[src/rtl/hm_pkg.sv]
package hm_pkg;
  localparam int AW    = 16;
  localparam int DW    = 16;
  localparam int CW    = 3;
  localparam int BFW   = 4;
  localparam int DISPW = 12;

  localparam logic [CW-1:0] ST_REG   = 3'd0;
  localparam logic [CW-1:0] ST_LOCAL = 3'd1;
  localparam logic [CW-1:0] ST_MAIN  = 3'd2;
  localparam logic [CW-1:0] ST_DISP  = 3'd3;

  localparam int REG_ENTRIES  = 64;
  localparam int DISP_ENTRIES = 128;
  localparam int REG_IW       = $clog2(REG_ENTRIES);
  localparam int DISP_IW      = $clog2(DISP_ENTRIES);
endpackage

[src/rtl/hm_addr_former.sv]
module hm_addr_former
  import hm_pkg::*;
(
  input  logic [BFW-1:0]   bfield_i,
  input  logic [AW-1:0]    bval_i,
  input  logic [DISPW-1:0] disp_i,
  output logic [AW-1:0]    sum_o
);
  logic [AW-1:0] disp_ext;
  assign disp_ext = {{(AW-DISPW){1'b0}}, disp_i};
  // field 0 names no base register
  assign sum_o = (bfield_i == '0) ? disp_ext : bval_i + disp_ext;
endmodule

[src/rtl/hm_addr_norm.sv]
module hm_addr_norm
  import hm_pkg::*;
#(
  parameter int LS_DEPTH = 96
) (
  input  logic [CW-1:0] code_i,
  input  logic [AW-1:0] raw_i,
  output logic [AW-1:0] addr_o,
  output logic          used_o,
  output logic          misalign_o
);
  localparam logic [AW-1:0] LS_N = AW'(LS_DEPTH);

  always_comb begin
    addr_o = '0;
    used_o = 1'b1;
    unique case (code_i)
      ST_REG:   addr_o = {{(AW-REG_IW){1'b0}}, raw_i[REG_IW-1:0]};
      ST_LOCAL: addr_o = raw_i % LS_N;
      ST_MAIN:  addr_o = raw_i;
      ST_DISP:  addr_o = {{(AW-DISP_IW){1'b0}}, raw_i[DISP_IW-1:0]};
      default:  used_o = 1'b0;
    endcase
  end

  assign misalign_o = (code_i == ST_MAIN) && raw_i[0];
endmodule

[src/rtl/hm_addr_step.sv]
module hm_addr_step
  import hm_pkg::*;
#(
  parameter int LS_DEPTH = 96
) (
  input  logic [CW-1:0] code_i,
  input  logic [AW-1:0] addr_i,
  output logic [AW-1:0] next_o
);
  localparam logic [AW-1:0] LS_LAST = AW'(LS_DEPTH - 1);

  logic [REG_IW-1:0]  reg_nx;
  logic [DISP_IW-1:0] disp_nx;
  assign reg_nx  = addr_i[REG_IW-1:0] + 1'b1;
  assign disp_nx = addr_i[DISP_IW-1:0] + 1'b1;

  always_comb begin
    unique case (code_i)
      ST_REG:   next_o = {{(AW-REG_IW){1'b0}}, reg_nx};
      ST_LOCAL: next_o = (addr_i == LS_LAST) ? '0 : addr_i + 1'b1;
      ST_MAIN:  next_o = addr_i + AW'(2);  // byte addressed
      ST_DISP:  next_o = {{(AW-DISP_IW){1'b0}}, disp_nx};
      default:  next_o = addr_i;
    endcase
  end
endmodule

[src/rtl/hm_ctrl.sv]
module hm_ctrl
  import hm_pkg::*;
(
  input  logic          clk_i,
  input  logic          rst_ni,
  input  logic          start_i,
  input  logic [AW-1:0] len_i,
  input  logic          misalign_i,
  output logic          load_o,
  output logic          busy_o,
  output logic          done_o,
  output logic          fault_o
);
  typedef enum logic {S_IDLE, S_RUN} st_t;

  st_t           st_q;
  logic [AW-1:0] remain_q;
  logic          done_q, fault_q;
  logic          launch;

  assign launch = (st_q == S_IDLE) && start_i;
  assign load_o = launch && (len_i != '0) && !misalign_i;

  always_ff @(posedge clk_i or negedge rst_ni) begin
    if (!rst_ni) begin
      st_q     <= S_IDLE;
      remain_q <= '0;
      done_q   <= 1'b0;
      fault_q  <= 1'b0;
    end else begin
      done_q  <= 1'b0;
      fault_q <= 1'b0;
      unique case (st_q)
        S_IDLE: begin
          if (launch) begin
            if (len_i == '0) begin
              done_q <= 1'b1;
            end else if (misalign_i) begin
              fault_q <= 1'b1;
            end else begin
              st_q     <= S_RUN;
              remain_q <= len_i;
            end
          end
        end
        S_RUN: begin
          remain_q <= remain_q - 1'b1;
          if (remain_q == AW'(1)) begin
            st_q   <= S_IDLE;
            done_q <= 1'b1;
          end
        end
        default: st_q <= S_IDLE;
      endcase
    end
  end

  assign busy_o  = (st_q == S_RUN);
  assign done_o  = done_q;
  assign fault_o = fault_q;
endmodule

[src/rtl/halfword_mover.sv]
module halfword_mover
  import hm_pkg::*;
#(
  parameter int LS_DEPTH = 96
) (
  input  logic             clk_i,
  input  logic             rst_ni,
  input  logic             start_i,
  input  logic [CW-1:0]    src_code_i,
  input  logic [BFW-1:0]   src_bfield_i,
  input  logic [AW-1:0]    src_bval_i,
  input  logic [DISPW-1:0] src_disp_i,
  input  logic [CW-1:0]    dst_code_i,
  input  logic [BFW-1:0]   dst_bfield_i,
  input  logic [AW-1:0]    dst_bval_i,
  input  logic [DISPW-1:0] dst_disp_i,
  input  logic [BFW-1:0]   len_bfield_i,
  input  logic [AW-1:0]    len_bval_i,
  input  logic [DISPW-1:0] len_disp_i,
  output logic             busy_o,
  output logic             done_o,
  output logic             fault_o,
  output logic             rd_en_o,
  output logic [CW-1:0]    rd_store_o,
  output logic [AW-1:0]    rd_addr_o,
  input  logic [DW-1:0]    rd_data_i,
  output logic             wr_en_o,
  output logic [CW-1:0]    wr_store_o,
  output logic [AW-1:0]    wr_addr_o,
  output logic [DW-1:0]    wr_data_o
);
  localparam int SIDES = 2;  // 0 = source, 1 = destination

  logic [SIDES-1:0][CW-1:0]    code_in;
  logic [SIDES-1:0][BFW-1:0]   bf_in;
  logic [SIDES-1:0][AW-1:0]    bv_in;
  logic [SIDES-1:0][DISPW-1:0] dp_in;
  logic [SIDES-1:0][CW-1:0]    cur_code;
  logic [SIDES-1:0][AW-1:0]    cur_addr;
  logic [SIDES-1:0]            cur_used;
  logic [SIDES-1:0]            mis_w;
  logic [AW-1:0]               len_w;
  logic                        load, busy;

  assign code_in = {dst_code_i,   src_code_i};
  assign bf_in   = {dst_bfield_i, src_bfield_i};
  assign bv_in   = {dst_bval_i,   src_bval_i};
  assign dp_in   = {dst_disp_i,   src_disp_i};

  hm_addr_former u_len (
    .bfield_i (len_bfield_i),
    .bval_i   (len_bval_i),
    .disp_i   (len_disp_i),
    .sum_o    (len_w)
  );

  for (genvar s = 0; s < SIDES; s++) begin : g_side
    logic [AW-1:0] raw_w, norm_w, next_w, addr_q;
    logic [CW-1:0] code_q;
    logic          used_w, used_q;

    hm_addr_former u_form (
      .bfield_i (bf_in[s]),
      .bval_i   (bv_in[s]),
      .disp_i   (dp_in[s]),
      .sum_o    (raw_w)
    );

    hm_addr_norm #(.LS_DEPTH(LS_DEPTH)) u_norm (
      .code_i     (code_in[s]),
      .raw_i      (raw_w),
      .addr_o     (norm_w),
      .used_o     (used_w),
      .misalign_o (mis_w[s])
    );

    hm_addr_step #(.LS_DEPTH(LS_DEPTH)) u_step (
      .code_i (code_q),
      .addr_i (addr_q),
      .next_o (next_w)
    );

    always_ff @(posedge clk_i or negedge rst_ni) begin
      if (!rst_ni) begin
        code_q <= '0;
        addr_q <= '0;
        used_q <= 1'b0;
      end else if (load) begin
        code_q <= code_in[s];
        addr_q <= norm_w;
        used_q <= used_w;
      end else if (busy) begin
        addr_q <= next_w;
      end
    end

    assign cur_code[s] = code_q;
    assign cur_addr[s] = addr_q;
    assign cur_used[s] = used_q;
  end

  hm_ctrl u_ctrl (
    .clk_i      (clk_i),
    .rst_ni     (rst_ni),
    .start_i    (start_i),
    .len_i      (len_w),
    .misalign_i (|mis_w),
    .load_o     (load),
    .busy_o     (busy),
    .done_o     (done_o),
    .fault_o    (fault_o)
  );

  assign busy_o     = busy;
  assign rd_en_o    = busy && cur_used[0];
  assign rd_store_o = cur_code[0];
  assign rd_addr_o  = cur_addr[0];
  assign wr_en_o    = busy && cur_used[1];
  assign wr_store_o = cur_code[1];
  assign wr_addr_o  = cur_addr[1];
  // unused source reads as zero
  assign wr_data_o  = cur_used[0] ? rd_data_i : '0;
endmodule

[config.mk]
export PLATFORM = sky130hd
export DESIGN_NAME = halfword_mover
export DESIGN_NICKNAME = d
export VERILOG_FILES = /design/src/rtl/hm_pkg.sv /design/src/rtl/hm_addr_former.sv /design/src/rtl/hm_addr_norm.sv /design/src/rtl/hm_addr_step.sv /design/src/rtl/hm_ctrl.sv /design/src/rtl/halfword_mover.sv
export SDC_FILE = /design/constraint.sdc
export NUM_CORES = 1
export LEC_CHECK = 0
export ABC_CLOCK_PERIOD_IN_PS = 3400
export BUFFER_PORTS_ARGS = -buffer_cell sky130_fd_sc_hd__buf_2
export CAP_MARGIN = 0
export CELL_PAD_IN_SITES_DETAIL_PLACEMENT = 1
export CELL_PAD_IN_SITES_GLOBAL_PLACEMENT = 1
export CORE_MARGIN = 2
export CORE_UTILIZATION = 40
export CTS_CLUSTER_DIAMETER = 200
export DETAILED_ROUTE_END_ITERATION = 16
export GPL_ROUTABILITY_DRIVEN = 0
export PLACE_DENSITY_LB_ADDON = 0.3
export SYNTH_ARGS = -nofsm -noshare
export SYNTH_HDL_FRONTEND = slang
export SYNTH_SLANG_ARGS = --single-unit
export TNS_END_PERCENT = 5
[constraint.sdc]
create_clock -name clk_i -period 3.4 [get_ports clk_i]
set_input_delay 0.17 -clock clk_i [delete_from_list [all_inputs] [get_ports clk_i]]
set_output_delay 0.17 -clock clk_i [all_outputs]
set_load 0.01 [all_outputs]
==> key figures, run 1 <==
Detailed routing
  • DRT Wirelength: 41.7 mm
  • Via count: 11409
  • DR vias/cell: between 6 and 7
  • Initial drt markers: slightly below 1000
  • WL/cell: 24.0 µm
  • Drt first pass iters: 6
  • # DRC: 0
  • Final antenna-violating net count: 0

Synth
  • Post-synthesis mux area share: 4.17%
  • Synthesized cell area: 7990 µm²
  • Syn_area_per_cell: 7.37 µm²
  • FF+latch count, synth: 59
  • Synth Area in Compound Gates: 31.5%
  • Synth cell types: 101
  • Main flop type after synthesis: dfrtp_1
  • Simple-gate share of the synthesized area: slightly above 30%
  • Largest area contributor in the netlist: dfrtp_1
  • Sequential fraction of the synthesis area: 18.5%
  • Synthesis warning total: 0
  • Post-Synth Adder-Cell Area: under 10%
  • Count leader, synth: nand2_1
  • FFs w/ async S/R, synth: 100%
  • Most frequent cells after synthesis: 125 x nand2_1, 98 x nor2_1, 89 x o21ai_0
  • Largest family of logic cells by synthesized area: compound AO/OA/AOI/OAI gates
  • Synth Area in XOR/XNOR: 4.67%
  • Post-Syn Instances: 1084
  • Syn_nets: roughly 1300
  • Post-synth top area share: a little under a fifth
  • Number of synthesized flops with an enable pin: 0
  • Largest cells by area after synthesis: dfrtp_1 18%, ha_1 6.6%, nand2_1 5.9%

Global routing
  • Initial antenna violation count: 1
  • Overflow after GRT: 0
  • Vias in the first global route: 11794
  • First-pass GRT wire length: 61.2 mm
  • Total GRT Usage: 35.0%
  • Largest net degree at the start of global routing: 40

Worst setup path
  • CP Capture Point: rd_addr_o[6]
  • Crit Path Category: in -> reg
  • Crit path launch: src_disp_i[0]
  • Reg2reg setup slack: 0.21 ns
  • RR Startpoint: rd_addr_o[1]
  • Reg2reg end: rd_addr_o[6]
  • FF-to-FF path depth: 12
  • WP data required: 3.66 ns
  • Critical path endpoint category: register
  • Startpoint types: primary input
  • Max FO, Critical Path: 6
  • Critical path arrival: around 4.5 ns

Outcome
  • Failing checks: negative setup slack
  • Status: finished with violations

Clock network
  • Clk root buf: clkbuf_16
  • Max Root-Sink Buffers: 2
  • Inserted Clock Buffers: 9
  • TritonCTS clock tree: done
  • H-Tree Depth: 3
  • Clock-pin slew on the worst setup and hold paths: around 0.06 ns
  • # clock sinks: 59
  • Clock Latency Late Sink: roughly 0.35 ns

Pwr
  • Sequential Power Share: about a fifth
  • Cell Int Power: between 0.002 and 0.003 W
  • Clk network pwr share: 21.4%
  • Logic gate share of total power: 57.7%
  • Power per cell area: 406 nW/µm²
  • Net Sw Power: 0.00208 W
  • Overall power: 0.00476 W
  • Sw Share: 43.6%
  • Worst VDD drop: approximately 0.25 mV
  • Leakage: around 5.3 nW

Timing
  • Final worst-path cycle share: 125%
  • Final worst slack: -0.844 ns
  • RSZ-0062 raised after global routing: yes
  • Final Setup Violations: 11
  • Worst slew margin: ~50%
  • Max Clock Freq: 236 MHz
  • Final Max Tran Viols: 0
  • Final Hold Fails: 0
  • Measured slew at the worst slew-check pin: 0.748 ns
  • Clock skew: 0.0131 ns
  • Tmin final: 4.24 ns

Die
  • Die W: 145 µm
  • IO Pins: 180
  • Starting Density: 40.9%
  • Die area: 21100 µm²
  • Site Rows: 51
  • Die H: 145 µm
  • Std-Cell Core Area: between 15000 and 20000 µm²

Placement
  • Port buffer count: 179
  • Pre-CTS setup slack: -1.05 ns
  • HPWL Detailed: around 26 mm

Layout
  • Area Overhead vs Synth: 46.8%
  • Layout cell share with drive strength beyond 1: a little under two fifths
  • Layout Nets: between 1500 and 2000
  • Ant diodes: 0
  • Fin util: roughly 60%

Job
  • Max Cap Viol: 0

Hold path
  • Hold WC Path Type: in -> reg
## layout by cell type, fill, tap and decap left out, drive strengths merged, types with 7 or more instances in the layout
| cell type | synthesis | final |
|---|---|---|
| a2111oi | 7 | 7 |
| a211o | 9 | 9 |
| a211oi | 15 | 15 |
| a21o | 19 | 19 |
| a21oi | 85 | 85 |
| a31oi | 18 | 18 |
| and2 | 32 | 32 |
| and3 | 20 | 20 |
| buf | 7 | 412 |
| clkbuf | 36 | 9 |
| dfrtp | 59 | 59 |
| ha | 42 | 42 |
| inv | 22 | 22 |
| mux2 | 7 | 7 |
| mux2i | 25 | 25 |
| nand2 | 126 | 126 |
| nand2b | 16 | 16 |
| nand3 | 33 | 33 |
| nand4 | 18 | 18 |
| nor2 | 99 | 99 |
| nor2b | 9 | 9 |
| nor3 | 34 | 34 |
| nor3b | 14 | 14 |
| nor4 | 22 | 22 |
| nor4b | 9 | 9 |
| o211ai | 9 | 9 |
| o21a | 8 | 8 |
| o21ai | 97 | 97 |
| o21bai | 9 | 9 |
| o22ai | 7 | 7 |
| o31a | 7 | 7 |
| o31ai | 14 | 14 |
| or3 | 10 | 10 |
| or4 | 11 | 11 |
| xnor2 | 24 | 24 |
| xor2 | 16 | 16 |
## area by class of cell
type,instances,area [µm²]
clock inverter,7,92.6
timing repair buffer,413,2740
clock buffer,9,225
multi-input combinational,959,6780
tap,265,332
sequential,59,1480
fill,2496,7800
inverter,23,86.3
## power by group through the flow
| stage | Clock (W) | Combinational (W) | Sequential (W) |
|---|---|---|---|
| final | 0.00102 | 0.00275 | 0.000994 |
| after global routing | 0.00104 | 0.00291 | 0.00101 |
| after floorplan | 0 | 0.00129 | 0.000959 |
| after detailed placement | 0 | 0.00227 | 0.000990 |
| after CTS | 0.00100 | 0.00247 | 0.000978 |
| after global placement | 0 | 0.00214 | 0.000978 |
## logic make-up (layout without fill, tap and decap cells)
family,Yosys count,count (layout)
adder cells (fa/ha/maj),45,45
multiplexers,32,32
flip-flops,59,59
buffers and inverters,66,452
AO/OA/AOI/OAI,367,367
AND/OR/NAND/NOR,474,474
XOR/XNOR,41,41
## how the worst min path moves through the flow
stage / from / to / cells past startpoint
after detailed placement: rst_ni / wr_addr_o[2] / 1
after global placement: rst_ni / wr_addr_o[2] / 1
final: src_code_i[1] / rd_store_o[1] / 3
after floorplan: rst_ni / g_side[0].used_q / 0
after CTS: src_code_i[1] / rd_store_o[1] / 3
after global routing: src_code_i[1] / rd_store_o[1] / 3
## worst max-delay path, cell delays in order
cell,delay (ns)
buf_6,0.10
ha_4,0.16
fa_2,0.34
a211o_1,0.32
buf_4,0.15
a21bo_2,0.21
nand4_1,0.08
o211ai_1,0.15
buf_4,0.21
buf_4,0.16
o311a_1,0.40
a2111o_1,0.50
a31oi_1,0.28
a32o_1,0.27
o221ai_4,0.17
or4_1,0.46
and4b_1,0.20
a31oi_1,0.18
## sequential cells by signal (all words and copies together), names as in the netlist
register         cells
u_ctrl.done_o        1
rd_store_o           3
wr_addr_o           16
wr_store_o           3
g_side.used_q        2
u_ctrl.remain_q     16
u_ctrl.busy_o        1
rd_addr_o           16
u_ctrl.fault_o       1
## what timing repair did
| action | in CTS | in global routing |
|---|---|---|
| pin swaps | 45 | 10 |
| endpoints found under the setup margin | 47 | 53 |
| hold endpoints to repair | 20 | 0 |
| buffers inserted | 19 | 4 |
| resized for setup | 77 | 34 |
| hold buffers | 1 | 0 |
## per-stage QoR
stage	instances	hold slack (ns)	TNS, ns	area, µm²
after floorplan	1084	-0.126	-4.02	8030
after global placement	1695	0.171	-17.74	10700
after detailed placement	1695	0.186	-22.67	10700
after CTS	1731	0.0803	-1.50	11500
after global routing	1735	0.122	-7.05	11700
final	1735	0.0986	-2.99	11700
## routing by layer
layer / up-vias / share of wire, % / GRT usage (%)
met2: 740 / 50 / 64.7
li1: 4887 / - / -
met4: 2 / 6.4 / 18.4
met5: - / 0.036 / 0
met1: 5532 / 36 / 39.0
met3: 248 / 7.0 / 4.89
Power figures use the tool's default switching activity.
==> run 2, diff against run 1 <==
ABC_AREA = 1   (was unset)
CORE_UTILIZATION = 38   (was 40)
==> run 2 against run 1 <==
  * The run still ends with negative setup slack left
  * Clock power fell by 11%
  * Utilization fell by 1.3 points
  * Non-clock buffer count fell by 64
  * Setup slack got worse by 0.0018 ns
  * Final area fell by 1.6%
  * Synthesized area fell by 3.9%
  * Global-route usage fell by 4.9 points
  * Via count fell by 3.8%
  * Sequential power rose by 64%
  * Die area rose by 1.1%
  * Wire length fell by 4.3%
  * Count of clock-buffer cells in the layout rose by 2
  * Critical path type unchanged
==> key figures, run 2 <==
Detailed routing
  • # DRC: 0
  • DR vias/cell: 5.84
  • Via count: 10980
  • DRT Wirelength: between 30 and 40 mm
  • Drt first pass iters: 5
  • Initial drt markers: 697
  • WL/cell: 21.2 µm
  • Final antenna-violating net count: 0

Pwr
  • Worst VDD drop: 0.277 mV
  • Net Sw Power: 0.00388 W
  • Sw Share: 52.8%
  • Clk network pwr share: 12.3%
  • Sequential Power Share: 22.2%
  • Cell Int Power: roughly 0.0035 W
  • Power per cell area: about 640 nW/µm²
  • Logic gate share of total power: between 60% and 70%
  • Leakage: 5.86 nW

Timing
  • Final Max Tran Viols: 0
  • Setup TNS: -2.70 ns
  • Worst slew margin: 30.8%
  • Measured slew at the worst slew-check pin: 1.04 ns
  • RSZ-0062 raised after global routing: yes
  • Clock skew: 0.00739 ns
  • Final worst-path cycle share: 125%
  • Max Clock Freq: between 200 and 250 MHz
  • Tmin final: 4.25 ns
  • Final Hold Fails: 0
  • Final Setup Violations: 13
  • Final worst slack: -0.846 ns

Global routing
  • Initial antenna violation count: 2
  • Vias in the first global route: 10901
  • Total GRT Usage: 30.2%
  • Largest net degree at the start of global routing: 42
  • First-pass GRT wire length: 53.3 mm
  • Overflow after GRT: 0

Worst setup path
  • Slowest cell on the critical path: a21oi_1
  • CP most frequent cell: nand2_2
  • Startpoint types: primary input
  • Max FO, Critical Path: 5
  • FF-to-FF path depth: 13
  • CP Depth: 34
  • Critical path arrival: 4.51 ns
  • Crit Path Category: in -> reg
  • RR Startpoint: wr_addr_o[0]
  • CP peak stage delay: 0.38 ns
  • CP delay by family, top: simple AND/OR/NAND/NOR gates
  • Reg2reg setup slack: 0.76 ns
  • Reg2reg end: wr_addr_o[2]
  • Critical path endpoint category: register
  • WP data required: 3.67 ns
  • Worst Path Buf+Inv: 6

Clock network
  • Clock Latency Late Sink: roughly 0.33 ns
  • # clock sinks: 59
  • TritonCTS clock tree: done
  • Max Root-Sink Buffers: 2
  • H-Tree Depth: 3
  • Number of buffers inserted by hold repair at cts: 0
  • Clk root buf: clkbuf_16
  • Inserted Clock Buffers: 9
  • Clock-pin slew on the worst setup and hold paths: approximately 0.060 ns

Placement
  • Placed instance area: ~9800 µm²
  • Pre-CTS setup slack: -0.687 ns
  • HPWL Detailed: 24.0 mm
  • Port buffer count: 179

Synth
  • Post-synth top area share: 19.2%
  • Post-Syn Instances: 1276
  • Syn_nets: 1442
  • Largest cells by area after synthesis: dfrtp_1 19%, nand2_1 16%, inv_1 9.2%
  • Synth Area in XOR/XNOR: 5.48%
  • Synth Area in Compound Gates: between 20% and 30%
  • Simple-gate share of the synthesized area: 35.0%
  • Number of synthesized flops with an enable pin: 0
  • Most frequent cells after synthesis: 329 x nand2_1, 189 x inv_1, 128 x nor2_1
  • Count leader, synth: nand2_1
  • Synthesis warning total: 0
  • Post-synthesis mux area share: 0.277%
  • Syn_area_per_cell: 6.02 µm²
  • Sequential fraction of the synthesis area: 19.2%
  • Largest area contributor in the netlist: dfrtp_1
  • Main flop type after synthesis: dfrtp_1
  • FFs w/ async S/R, synth: 100%
  • FF+latch count, synth: 59
  • Largest family of logic cells by synthesized area: simple AND/OR/NAND/NOR gates
  • Synthesized cell area: 7680 µm²
  • Post-Synth Adder-Cell Area: 7.63%
  • Synth cell types: 60

Hold path
  • Hold WC Path Type: in -> async

Die
  • Site Rows: 51
  • Die H: roughly 150 µm
  • Std-Cell Core Area: around 20000 µm²
  • IO Pins: 180
  • Die W: 146 µm
  • Die area: roughly 21000 µm²
  • Starting Density: 39.1%

Job
  • Max Cap Viol: 0

Layout
  • Fin util: 58.7%
  • Layout Nets: roughly 1800
  • Fillers: approximately 2600
  • Area Overhead vs Synth: 50.4%
  • Most frequent cells in the layout: 250 x nand2_1, 174 x inv_1, 172 x buf_2, 157 x buf_4, 110 x nor2_1
  • Final instance area: between 10000 and 15000 µm²
  • Most common cell after layout, fill and taps aside: nand2_1
  • Layout cell share with drive strength beyond 1: a little under two fifths

Outcome
  • Status: finished with violations
  • Failing checks: negative setup slack
## run 2: cell count changes after synthesis, moves of 15 or more
cell,change
nor4_1,-16
nand3_1,+52
a21o_1,-17
nand2b_1,-16
xor2_1,+17
mux2i_1,-23
inv_1,+167
nand2_1,+204
and2_1,-30
nor2_1,+30
and3_1,-20
a22oi_1,+15
clkbuf_1,-15
## run 2: power groups by stage
stage	sequential (W)	combinational (W)	clock (W)
final	0.00163	0.00480	0.000905
after global routing	0.00166	0.00517	0.000938
after CTS	0.00158	0.00409	0.000902
after detailed placement	0.00158	0.00383	0
after global placement	0.00157	0.00363	0
after floorplan	0.00147	0.00245	0
## run 2: worst reg2reg max path: cells and delay by family, from the launching register on
kind / cells / cell delay, ns
adder cells (fa/ha/maj): 1 / 0.29
AO/OA/AOI/OAI: 3 / 0.57
AND/OR/NAND/NOR: 6 / 0.89
flip-flops: 1 / 0.51
buffers and inverters: 3 / 0.27
## run 2: how the worst max path moves through the flow
| stage | startpoint | slack, ns | endpoint |
|---|---|---|---|
| floorplan | dst_bval_i[0] | -0.03 | wr_addr_o[5] |
| global placement | dst_bval_i[0] | -0.43 | wr_addr_o[5] |
| detailed placement | src_bval_i[7] | -0.69 | rd_addr_o[6] |
| CTS | src_disp_i[11] | -0.17 | rd_addr_o[6] |
| global route | src_bval_i[5] | -0.91 | rd_addr_o[6] |
| finish | src_bval_i[5] | -0.85 | rd_addr_o[6] |
## run 2: cells by family (layout without fill, tap and decap cells)
logic type                 after synthesis  in the layout
AOI/OAI and AO/OA                      273            273
xor gates and xnor gates                48             48
adders and majority gates               45             45
buffers and inverters                  225            561
DFF                                     59             59
muxes                                    2              2
other                                    0              2
and+or+nand+nor                        624            624
## run 2: layout make-up
type                       instances  area [µm²]  area share (%)
timing repair buffer             349        2280            19.8
clock inverter                     3        40.0           0.347
antenna                            2        5.00          0.0434
clock buffer                      11         243            2.10
tap                              265         332            2.87
inverter                         198         757            6.56
sequential                        59        1480            12.8
multi-input combinational        992        6410            55.5
## run 2: what timing repair did
item / in CTS / in global routing
gates resized for setup: 112 / 175
pin swaps: 46 / 108
gates cloned: 0 / 0
hold endpoints to repair: 0 / 0
setup buffers: 16 / 17
setup endpoints to repair: 51 / 57
## run 2: routing by layer
metal  wire length, µm  global-route usage [%]  share of wire (%)  up-vias
met5                 0                       0                  0        -
met4              2270                    10.6                5.7        0
met3              2850                    3.94                7.1      195
met2             19800                    56.0                 50      613
met1             14900                    35.5                 37     5259
li1                  -                       -                  -     4913
## run 2: per-stage QoR
stage | hold slack [ns] | total power (W) | instances
floorplan | -0.126 | 0.00392 | 1276
global placement | 0.393 | 0.00520 | 1830
detailed placement | 0.403 | 0.00541 | 1830
CTS | 0.0543 | 0.00657 | 1860
global route | 0.0890 | 0.00777 | 1877
finish | 0.0177 | 0.00734 | 1879
==> run 3, diff against run 2 <==
ABC_AREA = unset   (was 1)
CORE_UTILIZATION = 40   (was 38)
SYNTH_HIERARCHICAL = 1   (was unset)
==> run 3 against run 2 <==
  * The run still ends with negative setup slack left
  * Wire length fell by 20%
  * Total power down 9.7%
  * Clock skew increased by 0.0014 ns
  * Utilization decreased by 5.4 points
  * Final area grew 0.74%
  * Critical endpoint is now rd_addr_o[5]
  * Sequential share of layout area fell by 0.083 points
  * Via count down 7.1%
  * Setup slack improved by 0.33 ns
  * Critical path depth decreased by 14
==> key figures, run 3 <==
Outcome
  • Status: finished with violations
  • Failing checks: negative setup slack

Die
  • Starting Density: 40.6%
  • Die H: 153 µm
  • Site Rows: 54
  • Die W: 153 µm
  • Die area: roughly 23000 µm²
  • Std-Cell Core Area: about 22000 µm²
  • IO Pins: 180

Synth
  • Largest cells by area after synthesis: dfrtp_1 17%, ha_1 5.9%, mux2i_1 5.5%
  • Number of synthesized flops with an enable pin: 0
  • FFs w/ async S/R, synth: 100%
  • Sequential fraction of the synthesis area: 16.7%
  • Post-synth top area share: 16.7%
  • Synth cell types: 91
  • Post-Syn Instances: 1129
  • Main flop type after synthesis: dfrtp_1
  • FF+latch count, synth: 59
  • Largest area contributor in the netlist: dfrtp_1
  • Syn_nets: between 1000 and 1500
  • Syn_area_per_cell: about 8 µm²
  • Most frequent cells after synthesis: 104 x nand2_1, 89 x a21oi_1, 70 x nor2_1
  • Synthesis warning total: 6
  • Synthesized cell area: just under 9000 µm²
  • Count leader, synth: nand2_1

Global routing
  • Initial antenna violation count: 0
  • Largest net degree at the start of global routing: 59
  • GR peak layer: met2
  • Vias in the first global route: 10560
  • First-pass GRT wire length: 52.1 mm
  • Total GRT Usage: between 20% and 30%
  • Overflow after GRT: 0
  • Met2 usage: 48.3%
  • Met3 GRT Util: 2.47%
  • Met1 usage: 32.4%

Pwr
  • Sw Share: 47.5%
  • Net Sw Power: 0.00315 W
  • Worst VDD drop: 0.238 mV
  • Sequential Power Share: a little under a quarter
  • Leakage: 5.47 nW
  • Logic gate share of total power: 62.0%
  • Power per cell area: 570 nW/µm²
  • Cell Int Power: 0.00348 W
  • Clk network pwr share: 14.1%

Timing
  • Final Setup Violations: 4
  • Final worst slack: -0.518 ns
  • Final worst-path cycle share: 115%
  • Measured slew at the worst slew-check pin: 0.759 ns
  • Final Hold Fails: 0
  • Max Clock Freq: 255 MHz
  • Clock skew: roughly 0.0087 ns
  • Setup TNS: -1.61 ns
  • Worst slew margin: 49.4%
  • Final Max Tran Viols: 0
  • Tmin final: approximately 3.9 ns
  • RSZ-0062 raised after global routing: yes

Detailed routing
  • Initial drt markers: 552
  • DRT Wirelength: about 32 mm
  • DR vias/cell: 5.92
  • # DRC: 0
  • WL/cell: 18.4 µm
  • Drt first pass iters: 5
  • Final antenna-violating net count: 0
  • Via count: 10201

Worst setup path
  • FF-to-FF path depth: 8
  • WP data required: 3.62 ns
  • Reg2reg setup slack: 0.72 ns
  • Max FO, Critical Path: 6
  • Crit Path Category: in -> reg
  • CP delay by family, top: compound AO/OA/AOI/OAI gates
  • Worst Path Buf+Inv: 3
  • Critical path arrival: 4.14 ns
  • Reg2reg end: wr_addr_o[14]
  • Crit-path cells: buf_2 -> ha_4 -> fa_2 -> a21o_4 -> a221oi_4 -> buf_4 -> o21ai_0 -> o2111ai_1 -> mux2i_1 -> buf_4 -> or3b_1 -> o21ai_0 -> a22oi_2 -> and3_4 -> a311o_1 -> or4_4 -> a32o_1 -> a31o_1 -> nand2_1 -> o21ai_1
  • Startpoint types: primary input
  • RR Startpoint: wr_addr_o[1]
  • CP peak stage delay: 0.43 ns
  • Critical path endpoint category: register
  • Slowest cell on the critical path: or4_4

Layout
  • Fin util: around 53%
  • Layout cell share with drive strength beyond 1: 33.8%
  • Area Overhead vs Synth: 31.2%
  • Most common cell after layout, fill and taps aside: buf_4
  • Layout Nets: 1604
  • Fillers: 2792
  • Ant diodes: 0
  • Most frequent cells in the layout: 181 x buf_4, 179 x buf_2, 104 x nand2_1, 86 x a21oi_1, 70 x nor2_1
  • Final std cells w/o fill: between 1500 and 2000

Placement
  • HPWL Detailed: approximately 25 mm
  • Number of placed instances, taps included: 1702
  • Port buffer count: 179

Clock network
  • Clock-pin slew on the worst setup and hold paths: approximately 0.060 ns
  • TritonCTS clock tree: done
  • Clock Latency Late Sink: 0.34 ns
  • Clk root buf: clkbuf_16
  • Max Root-Sink Buffers: 2
  • # clock sinks: 59
  • H-Tree Depth: 3
  • Inserted Clock Buffers: 9

Hold path
  • Hold WC Path Type: in -> reg
  • Worst Min Path Start: src_code_i[0]
  • Worst Hold Depth: 2
  • Worst Hold Path EP: rd_store_o[0]

Job
  • Max Cap Viol: 0
[run 3: changes by cell type after synthesis, sizes merged, moves of 27 or more]
cell   before  now
nand3      92   23
buf         6   38
mux2i       1   49
inv       195   28
and2        1   53
nand2     337  106
a21o        1   28
nor2      133   70
[run 3: through the flow]
step	area, µm²	setup slack (ns)	hold slack (ns)	total power (W)
after floorplan	8990	-0.499	-0.126	0.00402
after global placement	11200	-0.781	0.265	0.00538
after detailed placement	11200	-0.956	0.272	0.00556
after CTS	11500	-0.477	0.0956	0.00655
after global routing	11600	-0.662	0.107	0.00711
final	11600	-0.518	0.105	0.00663
[run 3: area by class of cell]
cell class | instances | area, µm² | area share [%]
timing repair buffer | 362 | 2280 | 19.6
sequential | 59 | 1480 | 12.7
tap | 280 | 350 | 3.01
clock buffer | 11 | 253 | 2.17
multi-input combinational | 978 | 7110 | 61.1
inverter | 28 | 105 | 0.904
clock inverter | 4 | 50.0 | 0.430
[run 3: kinds of logic (layout without fill, tap and decap cells)]
group,count (synthesis),count (layout),synth area share [%]
buffers and inverters,92,405,5.65
adders and majority gates,45,45,6.60
and+or+nand+nor,456,456,29.8
AOI/OAI and AO/OA,368,368,28.7
muxes,73,73,8.96
DFF,59,59,16.7
xor gates and xnor gates,36,36,3.56
[run 3: timing repair]
| item | in CTS | in global routing |
|---|---|---|
| setup endpoints to repair | 4 | 5 |
| pin swaps | 8 | 19 |
| buffers inserted | 1 | 3 |
| hold buffers | 1 | 0 |
| cloned | 0 | 0 |
| gates resized for setup | 9 | 10 |
| hold endpoints to repair | 31 | 0 |
[run 3: worst max-delay path by stage]
stage | cells after the start | endpoint | start
CTS | 18 | rd_addr_o[5] | src_disp_i[0]
global placement | 19 | wr_addr_o[5] | dst_disp_i[0]
finish | 20 | rd_addr_o[5] | src_disp_i[0]
floorplan | 17 | wr_addr_o[5] | dst_bval_i[1]
global route | 20 | rd_addr_o[5] | src_disp_i[0]
detailed placement | 18 | rd_addr_o[5] | src_disp_i[0]
[run 3: routing by layer]
metal | share of wire [%] | vias to the layer above
met1 | 43 | 4983
met3 | 3.7 | 57
li1 | - | 4891
met5 | 0 | -
met4 | 2.2 | 0
met2 | 51 | 270
[run 3: power groups by stage]
stage / clock network [W] / registers, W / logic, W
6_report: 0.000937 / 0.00158 / 0.00411
5_1_grt: 0.000981 / 0.00164 / 0.00449
4_1_cts: 0.000948 / 0.00156 / 0.00404
3_5_place_dp: 0 / 0.00157 / 0.00399
3_3_place_gp: 0 / 0.00155 / 0.00383
2_1_floorplan: 0 / 0.00149 / 0.00253
